<file path="config.mk">
export PLATFORM = sky130hd
export DESIGN_NAME = sam_monitor
export DESIGN_NICKNAME = d
export VERILOG_FILES = /design/src/rtl/sam_pkg.sv /design/src/rtl/sam_addr_bank.sv /design/src/rtl/sam_mask_reg.sv /design/src/rtl/sam_sticky.sv /design/src/rtl/sam_monitor.sv
export SDC_FILE = /design/constraint.sdc
export NUM_CORES = 2
export LEC_CHECK = 0
export ABC_CLOCK_PERIOD_IN_PS = 54700
export BUFFER_PORTS_ARGS = -buffer_cell sky130_fd_sc_hd__buf_2
export CORE_ASPECT_RATIO = 2
export CORE_MARGIN = 10
export CORE_UTILIZATION = 30
export CTS_CLUSTER_SIZE = 28
export DETAILED_ROUTE_END_ITERATION = 7
export HOLD_SLACK_MARGIN = 0.1
export PLACE_DENSITY = 0.46
export SLEW_MARGIN = 15
export SYNTH_ARGS = -nofsm -noshare
export SYNTH_HDL_FRONTEND = slang
export SYNTH_HIERARCHICAL = 1
export SYNTH_SLANG_ARGS = --single-unit
</file>
<file path="constraint.sdc">
create_clock -name clk -period 54.7 [get_ports clk]
set_clock_uncertainty 0.1 [all_clocks]
set_input_delay 2.735 -clock clk [delete_from_list [all_inputs] [get_ports clk]]
set_output_delay 2.735 -clock clk [all_outputs]
set_load 0.05 [all_outputs]
</file>
<file path="src/rtl/sam_pkg.sv">
package sam_pkg;
  typedef enum logic [2:0] {
    SEL_PREF    = 3'd0,
    SEL_LAST    = 3'd1,
    SEL_LOCK    = 3'd2,
    SEL_CHG_EN  = 3'd3,
    SEL_INTR_EN = 3'd4,
    SEL_CHG_ST  = 3'd5,
    SEL_INTR_ST = 3'd6,
    SEL_NONE    = 3'd7
  } cfg_sel_e;
endpackage

</file>
<file path="src/rtl/sam_addr_bank.sv">
module sam_addr_bank #(
  parameter int NUM_PORTS = 15,
  parameter int ADDR_W    = 48,
  parameter int PW        = 4
) (
  input  logic              clk,
  input  logic              rst_n,
  input  logic              pref_we,
  input  logic [PW-1:0]     pref_idx,
  input  logic [ADDR_W-1:0] pref_d,
  input  logic              learn_we,
  input  logic [PW-1:0]     learn_idx,
  input  logic [ADDR_W-1:0] learn_d,
  input  logic [PW-1:0]     cmp_idx,
  input  logic [ADDR_W-1:0] cmp_sa,
  output logic              miss_last,
  output logic              miss_pref,
  input  logic [PW-1:0]     rd_idx,
  output logic [ADDR_W-1:0] rd_pref,
  output logic [ADDR_W-1:0] rd_last
);
  logic [ADDR_W-1:0] pref_q [NUM_PORTS];
  logic [ADDR_W-1:0] last_q [NUM_PORTS];
  logic [ADDR_W-1:0] cmp_last, cmp_pref;

  for (genvar g = 0; g < NUM_PORTS; g++) begin : g_port
    logic pref_en, last_en;
    assign pref_en = pref_we  && (pref_idx  == PW'(g));
    assign last_en = learn_we && (learn_idx == PW'(g));

    always_ff @(posedge clk or negedge rst_n) begin
      if (!rst_n)       pref_q[g] <= '0;
      else if (pref_en) pref_q[g] <= pref_d;
    end

    always_ff @(posedge clk or negedge rst_n) begin
      if (!rst_n)       last_q[g] <= '0;
      else if (last_en) last_q[g] <= learn_d;
    end
  end

  always_comb begin
    cmp_last = '0;
    cmp_pref = '0;
    rd_last  = '0;
    rd_pref  = '0;
    for (int i = 0; i < NUM_PORTS; i++) begin
      if (cmp_idx == PW'(i)) begin
        cmp_last = last_q[i];
        cmp_pref = pref_q[i];
      end
      if (rd_idx == PW'(i)) begin
        rd_last = last_q[i];
        rd_pref = pref_q[i];
      end
    end
  end

  assign miss_last = (cmp_sa != cmp_last);
  assign miss_pref = (cmp_sa != cmp_pref);
endmodule

</file>
<file path="src/rtl/sam_mask_reg.sv">
module sam_mask_reg #(
  parameter int           W     = 15,
  parameter logic [W-1:0] WMASK = '1
) (
  input  logic         clk,
  input  logic         rst_n,
  input  logic         we,
  input  logic [W-1:0] d,
  output logic [W-1:0] q
);
  logic [W-1:0] nxt;

  always_comb begin
    nxt = q;
    if (we) nxt = d & WMASK;
  end

  always_ff @(posedge clk or negedge rst_n) begin
    if (!rst_n) q <= '0;
    else        q <= nxt;
  end
endmodule

</file>
<file path="src/rtl/sam_sticky.sv">
module sam_sticky #(
  parameter int W = 15
) (
  input  logic         clk,
  input  logic         rst_n,
  input  logic [W-1:0] set,
  input  logic [W-1:0] clr,
  output logic [W-1:0] q
);
  logic [W-1:0] nxt;

  // a set in the same cycle overrides a clear
  always_comb nxt = (q & ~clr) | set;

  always_ff @(posedge clk or negedge rst_n) begin
    if (!rst_n) q <= '0;
    else        q <= nxt;
  end
endmodule

</file>
<file path="src/rtl/sam_monitor.sv">
module sam_monitor #(
  parameter int NUM_PORTS  = 15,
  parameter int INTR_PORTS = 14,
  parameter int ADDR_W     = 48,
  parameter int PW         = (NUM_PORTS > 1) ? $clog2(NUM_PORTS) : 1
) (
  input  logic                 clk,
  input  logic                 rst_n,
  input  logic                 pkt_eop,
  input  logic [PW-1:0]        pkt_port,
  input  logic [ADDR_W-1:0]    pkt_sa,
  input  logic                 pkt_valid,
  input  logic                 cfg_we,
  input  logic [2:0]           cfg_sel,
  input  logic [PW-1:0]        cfg_port,
  input  logic [ADDR_W-1:0]    cfg_wdata,
  output logic [ADDR_W-1:0]    cfg_rdata,
  output logic                 irq,
  output logic [NUM_PORTS-1:0] intr_status
);
  import sam_pkg::*;

  localparam logic [NUM_PORTS-1:0] INTR_CAP = {NUM_PORTS{1'b1}} >> (NUM_PORTS - INTR_PORTS);
  localparam logic [NUM_PORTS-1:0] ALL_ONES = {NUM_PORTS{1'b1}};

  // reset: asserted asynchronously, released after two clocks
  logic [1:0] rst_pipe;
  logic       rst_q_n;
  always_ff @(posedge clk or negedge rst_n) begin
    if (!rst_n) rst_pipe <= 2'b00;
    else        rst_pipe <= {rst_pipe[0], 1'b1};
  end
  assign rst_q_n = rst_pipe[1];

  cfg_sel_e sel;
  assign sel = cfg_sel_e'(cfg_sel);

  logic                 pkt_in_range, cfg_in_range, pkt_ev;
  logic [NUM_PORTS-1:0] pkt_hot;
  assign pkt_in_range = ({1'b0, pkt_port} < (PW+1)'(NUM_PORTS));
  assign cfg_in_range = ({1'b0, cfg_port} < (PW+1)'(NUM_PORTS));
  assign pkt_ev       = pkt_eop && pkt_in_range;
  assign pkt_hot      = pkt_ev ? (NUM_PORTS'(1) << pkt_port) : '0;

  logic [NUM_PORTS-1:0] lock_q, chg_en_q, intr_en_q, chg_q, intr_q;
  logic                 miss_last, miss_pref, port_locked, learn_we, pref_we;
  logic [ADDR_W-1:0]    rd_pref, rd_last;

  assign port_locked = |(pkt_hot & lock_q);
  assign learn_we    = pkt_ev && pkt_valid && miss_last && !port_locked;
  assign pref_we     = cfg_we && (sel == SEL_PREF) && cfg_in_range;

  sam_addr_bank #(.NUM_PORTS(NUM_PORTS), .ADDR_W(ADDR_W), .PW(PW)) u_bank (
    .clk(clk), .rst_n(rst_q_n),
    .pref_we(pref_we), .pref_idx(cfg_port), .pref_d(cfg_wdata),
    .learn_we(learn_we), .learn_idx(pkt_port), .learn_d(pkt_sa),
    .cmp_idx(pkt_port), .cmp_sa(pkt_sa),
    .miss_last(miss_last), .miss_pref(miss_pref),
    .rd_idx(cfg_port), .rd_pref(rd_pref), .rd_last(rd_last)
  );

  logic mwe_lock, mwe_chg, mwe_intr;
  assign mwe_lock = cfg_we && (sel == SEL_LOCK);
  assign mwe_chg  = cfg_we && (sel == SEL_CHG_EN);
  assign mwe_intr = cfg_we && (sel == SEL_INTR_EN);

  sam_mask_reg #(.W(NUM_PORTS), .WMASK(ALL_ONES)) u_lock (
    .clk(clk), .rst_n(rst_q_n), .we(mwe_lock), .d(cfg_wdata[NUM_PORTS-1:0]), .q(lock_q));
  sam_mask_reg #(.W(NUM_PORTS), .WMASK(ALL_ONES)) u_chg_en (
    .clk(clk), .rst_n(rst_q_n), .we(mwe_chg), .d(cfg_wdata[NUM_PORTS-1:0]), .q(chg_en_q));
  sam_mask_reg #(.W(NUM_PORTS), .WMASK(INTR_CAP)) u_intr_en (
    .clk(clk), .rst_n(rst_q_n), .we(mwe_intr), .d(cfg_wdata[NUM_PORTS-1:0]), .q(intr_en_q));

  logic [NUM_PORTS-1:0] chg_set, intr_set, chg_clr, intr_clr;
  assign chg_set  = (miss_last || miss_pref) ? pkt_hot : '0;
  assign intr_set = miss_pref ? (pkt_hot & INTR_CAP) : '0;
  assign chg_clr  = (cfg_we && (sel == SEL_CHG_ST))  ? cfg_wdata[NUM_PORTS-1:0] : '0;
  assign intr_clr = (cfg_we && (sel == SEL_INTR_ST)) ? cfg_wdata[NUM_PORTS-1:0] : '0;

  sam_sticky #(.W(NUM_PORTS)) u_chg_st (
    .clk(clk), .rst_n(rst_q_n), .set(chg_set), .clr(chg_clr), .q(chg_q));
  sam_sticky #(.W(NUM_PORTS)) u_intr_st (
    .clk(clk), .rst_n(rst_q_n), .set(intr_set), .clr(intr_clr), .q(intr_q));

  assign irq         = (|(chg_q & chg_en_q)) | (|(intr_q & intr_en_q));
  assign intr_status = intr_q;

  always_comb begin
    unique case (sel)
      SEL_PREF:    cfg_rdata = cfg_in_range ? rd_pref : '0;
      SEL_LAST:    cfg_rdata = cfg_in_range ? rd_last : '0;
      SEL_LOCK:    cfg_rdata = ADDR_W'(lock_q);
      SEL_CHG_EN:  cfg_rdata = ADDR_W'(chg_en_q);
      SEL_INTR_EN: cfg_rdata = ADDR_W'(intr_en_q);
      SEL_CHG_ST:  cfg_rdata = ADDR_W'(chg_q);
      SEL_INTR_ST: cfg_rdata = ADDR_W'(intr_q);
      default:     cfg_rdata = '0;
    endcase
  end
endmodule

</file>
==> flow_summary.yaml <==
cts:
  cts_inserted_buffers: 172
  clock_sinks: 1516
  cts_root_buf: "clkbuf_16"
  post-cts-setup-buffers: 0
  ctsHoldBuffers: 0
  cts_resized: 0
  cts_tree: "built"
  path_clk_slew_ps: 60
  worstSkewPairLatency_ps: 900
  cts_max_level: 4
  cts_max_path_buffers: 4
yosys:
  syn_area_per_cell_um2: 10.98
  synthDistinctLibCells: 100
  synth_edf_count: 0
  syn_inst: 7668
  yosys.area.top_type: "dfrtp_1"
  synth_most_common_cell: "mux2_2"
  syn-num-nets: 7780
  yosys_register_bits: 1516
  netlist_area_um2: 84160
  synthTopCellsByCount: "mux2_2, dfrtp_1, clkbuf_1"
  yosysWarningCount: 6
  synthFlopType: "dfrtp_1"
  yosysSeqAreaShare_pct: 45.08
  synthArstFlopShare_pct: 100.0
  synthTopCellsByArea: "dfrtp_1, mux2_2, mux2i_1"
  yosysTopAreaCellShare_pct: 45.08
global_route:
  grt-ovfl-total: 0
  grt_max_degree: 123
  antenna_found_initial: 81
  grtUsageTotal_pct: 30.43
  grt_pass1_wl_um: 650700
  grt_pass1_vias: 72209
sta:
  hold_viol: 0
  rsz0062_at_grt: "no"
  fin_hold_ws_ps: 251.3
  tightestPinTransition_ps: 1399
  min_period_ps: 11780
  drv_slew: 0
  finalSetupViolations: 0
  fmax_mhz: 84.86
  fin_tns_setup_ps: 0
  finalCritPeriodShare_pct: 21.54
  slew-limit-headroom_pct: 6.764
worst_setup_path:
  crit_top_cell: "buf_4"
  crit_required_ps: 51870
  path_cells: "clkbuf_8 > buf_4 > buf_4 > nor2b_4 > buf_4 > nand3_1 > buf_4 > o21ai_0 > a22oi_1 > nor2_1 > buf_2"
  path_buf_inv: 6
  crit_fanout: 59
  r2r_slack_ps: 47790
  slowest_delay_ps: 910
  critPathArrivalTime_ps: 8950
  path_class: "primary input to output pin"
  critPathLaunchType: "primary input"
  worst_path_max_delay_cell: "o21ai_0"
  setup.worst_path.end_class: "output pin"
  critPathTopFamily: "buffers and inverters"
floorplanning:
  dieArea_um2: 303400
  fp.dieW_um: 394.5
  die_y_um: 769.0
  core_area_um2: 279700
  start_util_pct: 30.09
  num_rows: 275
  num_io_pins: 176
placed_design:
  dpl.hpwl_um: 306100
  gp_congestion: 0.9964
  port_buffers: 175
  placedCellCount: 11111
flow_run:
  max_cap_viol_count: 0
detailed_routing:
  drt_iter0_drc: 12098
  ant_nets: 0
  wl_per_cell_um: 42.30
  wl_um: 484200
  drt_pass1_iterations: 8
  via_per_inst: 6.627
  drc: 5
  vias: 75842
cells_and_area:
  instances_no_fill: 11445
  fin_util_pct: 34.01
  regArea_um2: 37940
  fin_nets: 7658
  multi_input_area_um2: 43330
  area_growth_pct: 13.03
  final_layout_size_suffix_gt1_share_pct: 32.21
  n_fill_cell: 28471
power:
  total_power_uw: 3291
  p_leak_uw: 0.04161
  p_per_area_nw_per_um2: 34.59
  ir_drop_mv: 0.02486
outcome:
  violations: "design-rule violations"
  status: "finished, violations left"
worst_hold_path:
  hold_class: "flip-flop to flip-flop"
[final cells by class]
type	count	share of cell area [%]
antenna	49	0.1289
clock buffer	232	5.157
clock inverter	53	0.7418
inverter	67	0.2696
multi-input combinational	5326	45.55
sequential	1516	39.88
tap	3739	4.918
timing repair buffer	463	3.350
[routing by layer]
layer	wire length (um)	vias up	part of all wire, %	global-route usage [%]
li1	-	28774	-	-
met1	180000	39090	37	37.71
met2	202300	6016	42	44.02
met3	55870	1904	12	9.138
met4	45660	58	9.4	23.45
met5	390	-	0.081	0.01579
[metrics by stage]
step                      area (um^2)  worst slack [ps]
final                           95130             42920
after global routing            95010             43230
after CTS                       95000             43300
after detailed placement        89390             43010
after global placement          89320             42750
after floorplan                 84160              9212
[power breakdown]
part           internal, uW  total [uW]  switching (uW)
Combinational           243         628             385
Sequential             1280        1440             155
Clock                   701        1220             523
[placed cells by master, fill, tap and decap left out, drive strengths merged, types with 103 or more instances in the layout]
cell type,Yosys,final
mux2,1552,1552
dfrtp,1516,1516
o21ai,466,466
buf,311,461
nor2,420,420
a22oi,361,361
a21oi,349,349
nand2,338,338
mux2i,278,278
clkbuf,448,234
a221oi,156,156
o22ai,144,144
a22o,107,107
nand3,103,103
[registers in the layout (all words and copies together), names as in the netlist]
register	count
u_chg_en/q	15
u_bank/pref_q	720
u_bank/last_q	720
u_intr_en/q	14
u_lock/q	15
u_intr_st/q	15
u_chg_st/q	15
rst_pipe	2
[final timing paths]
path,start,endpoint,depth (start not counted)
hold reg to reg,rst_pipe[0],rst_pipe[1],0
max in group asynchronous,rst_pipe[1],u_bank/last_q[207],6
min in group asynchronous,rst_pipe[1],u_bank/pref_q[695],0
hold / removal,rst_pipe[0],rst_pipe[1],0
setup / recovery,cfg_port[1],cfg_rdata[33],11
setup reg to reg,u_bank/last_q[152],u_bank/last_q[622],16
[cell families (layout without fill, tap and decap cells)]
family	Yosys count	in the layout	synth area share (%)
compound gates	2165	2165	17.71
xor+xnor	54	54	0.5620
buf+inv	826	815	4.237
flops	1516	1516	45.08
mux	1879	1879	25.47
other cells	3	52	0.01338
simple gates	1225	1225	6.931
[worst register-to-register path: cells and delay by family (launching register included)]
| kind | cells | cell delay [ps] |
|---|---|---|
| AOI/OAI and AO/OA | 4 | 940 |
| DFF | 1 | 400 |
| buffers and inverters | 1 | 630 |
| and+or+nand+nor | 9 | 3730 |
| muxes | 2 | 1000 |
(Power assumes the default switching activity.)
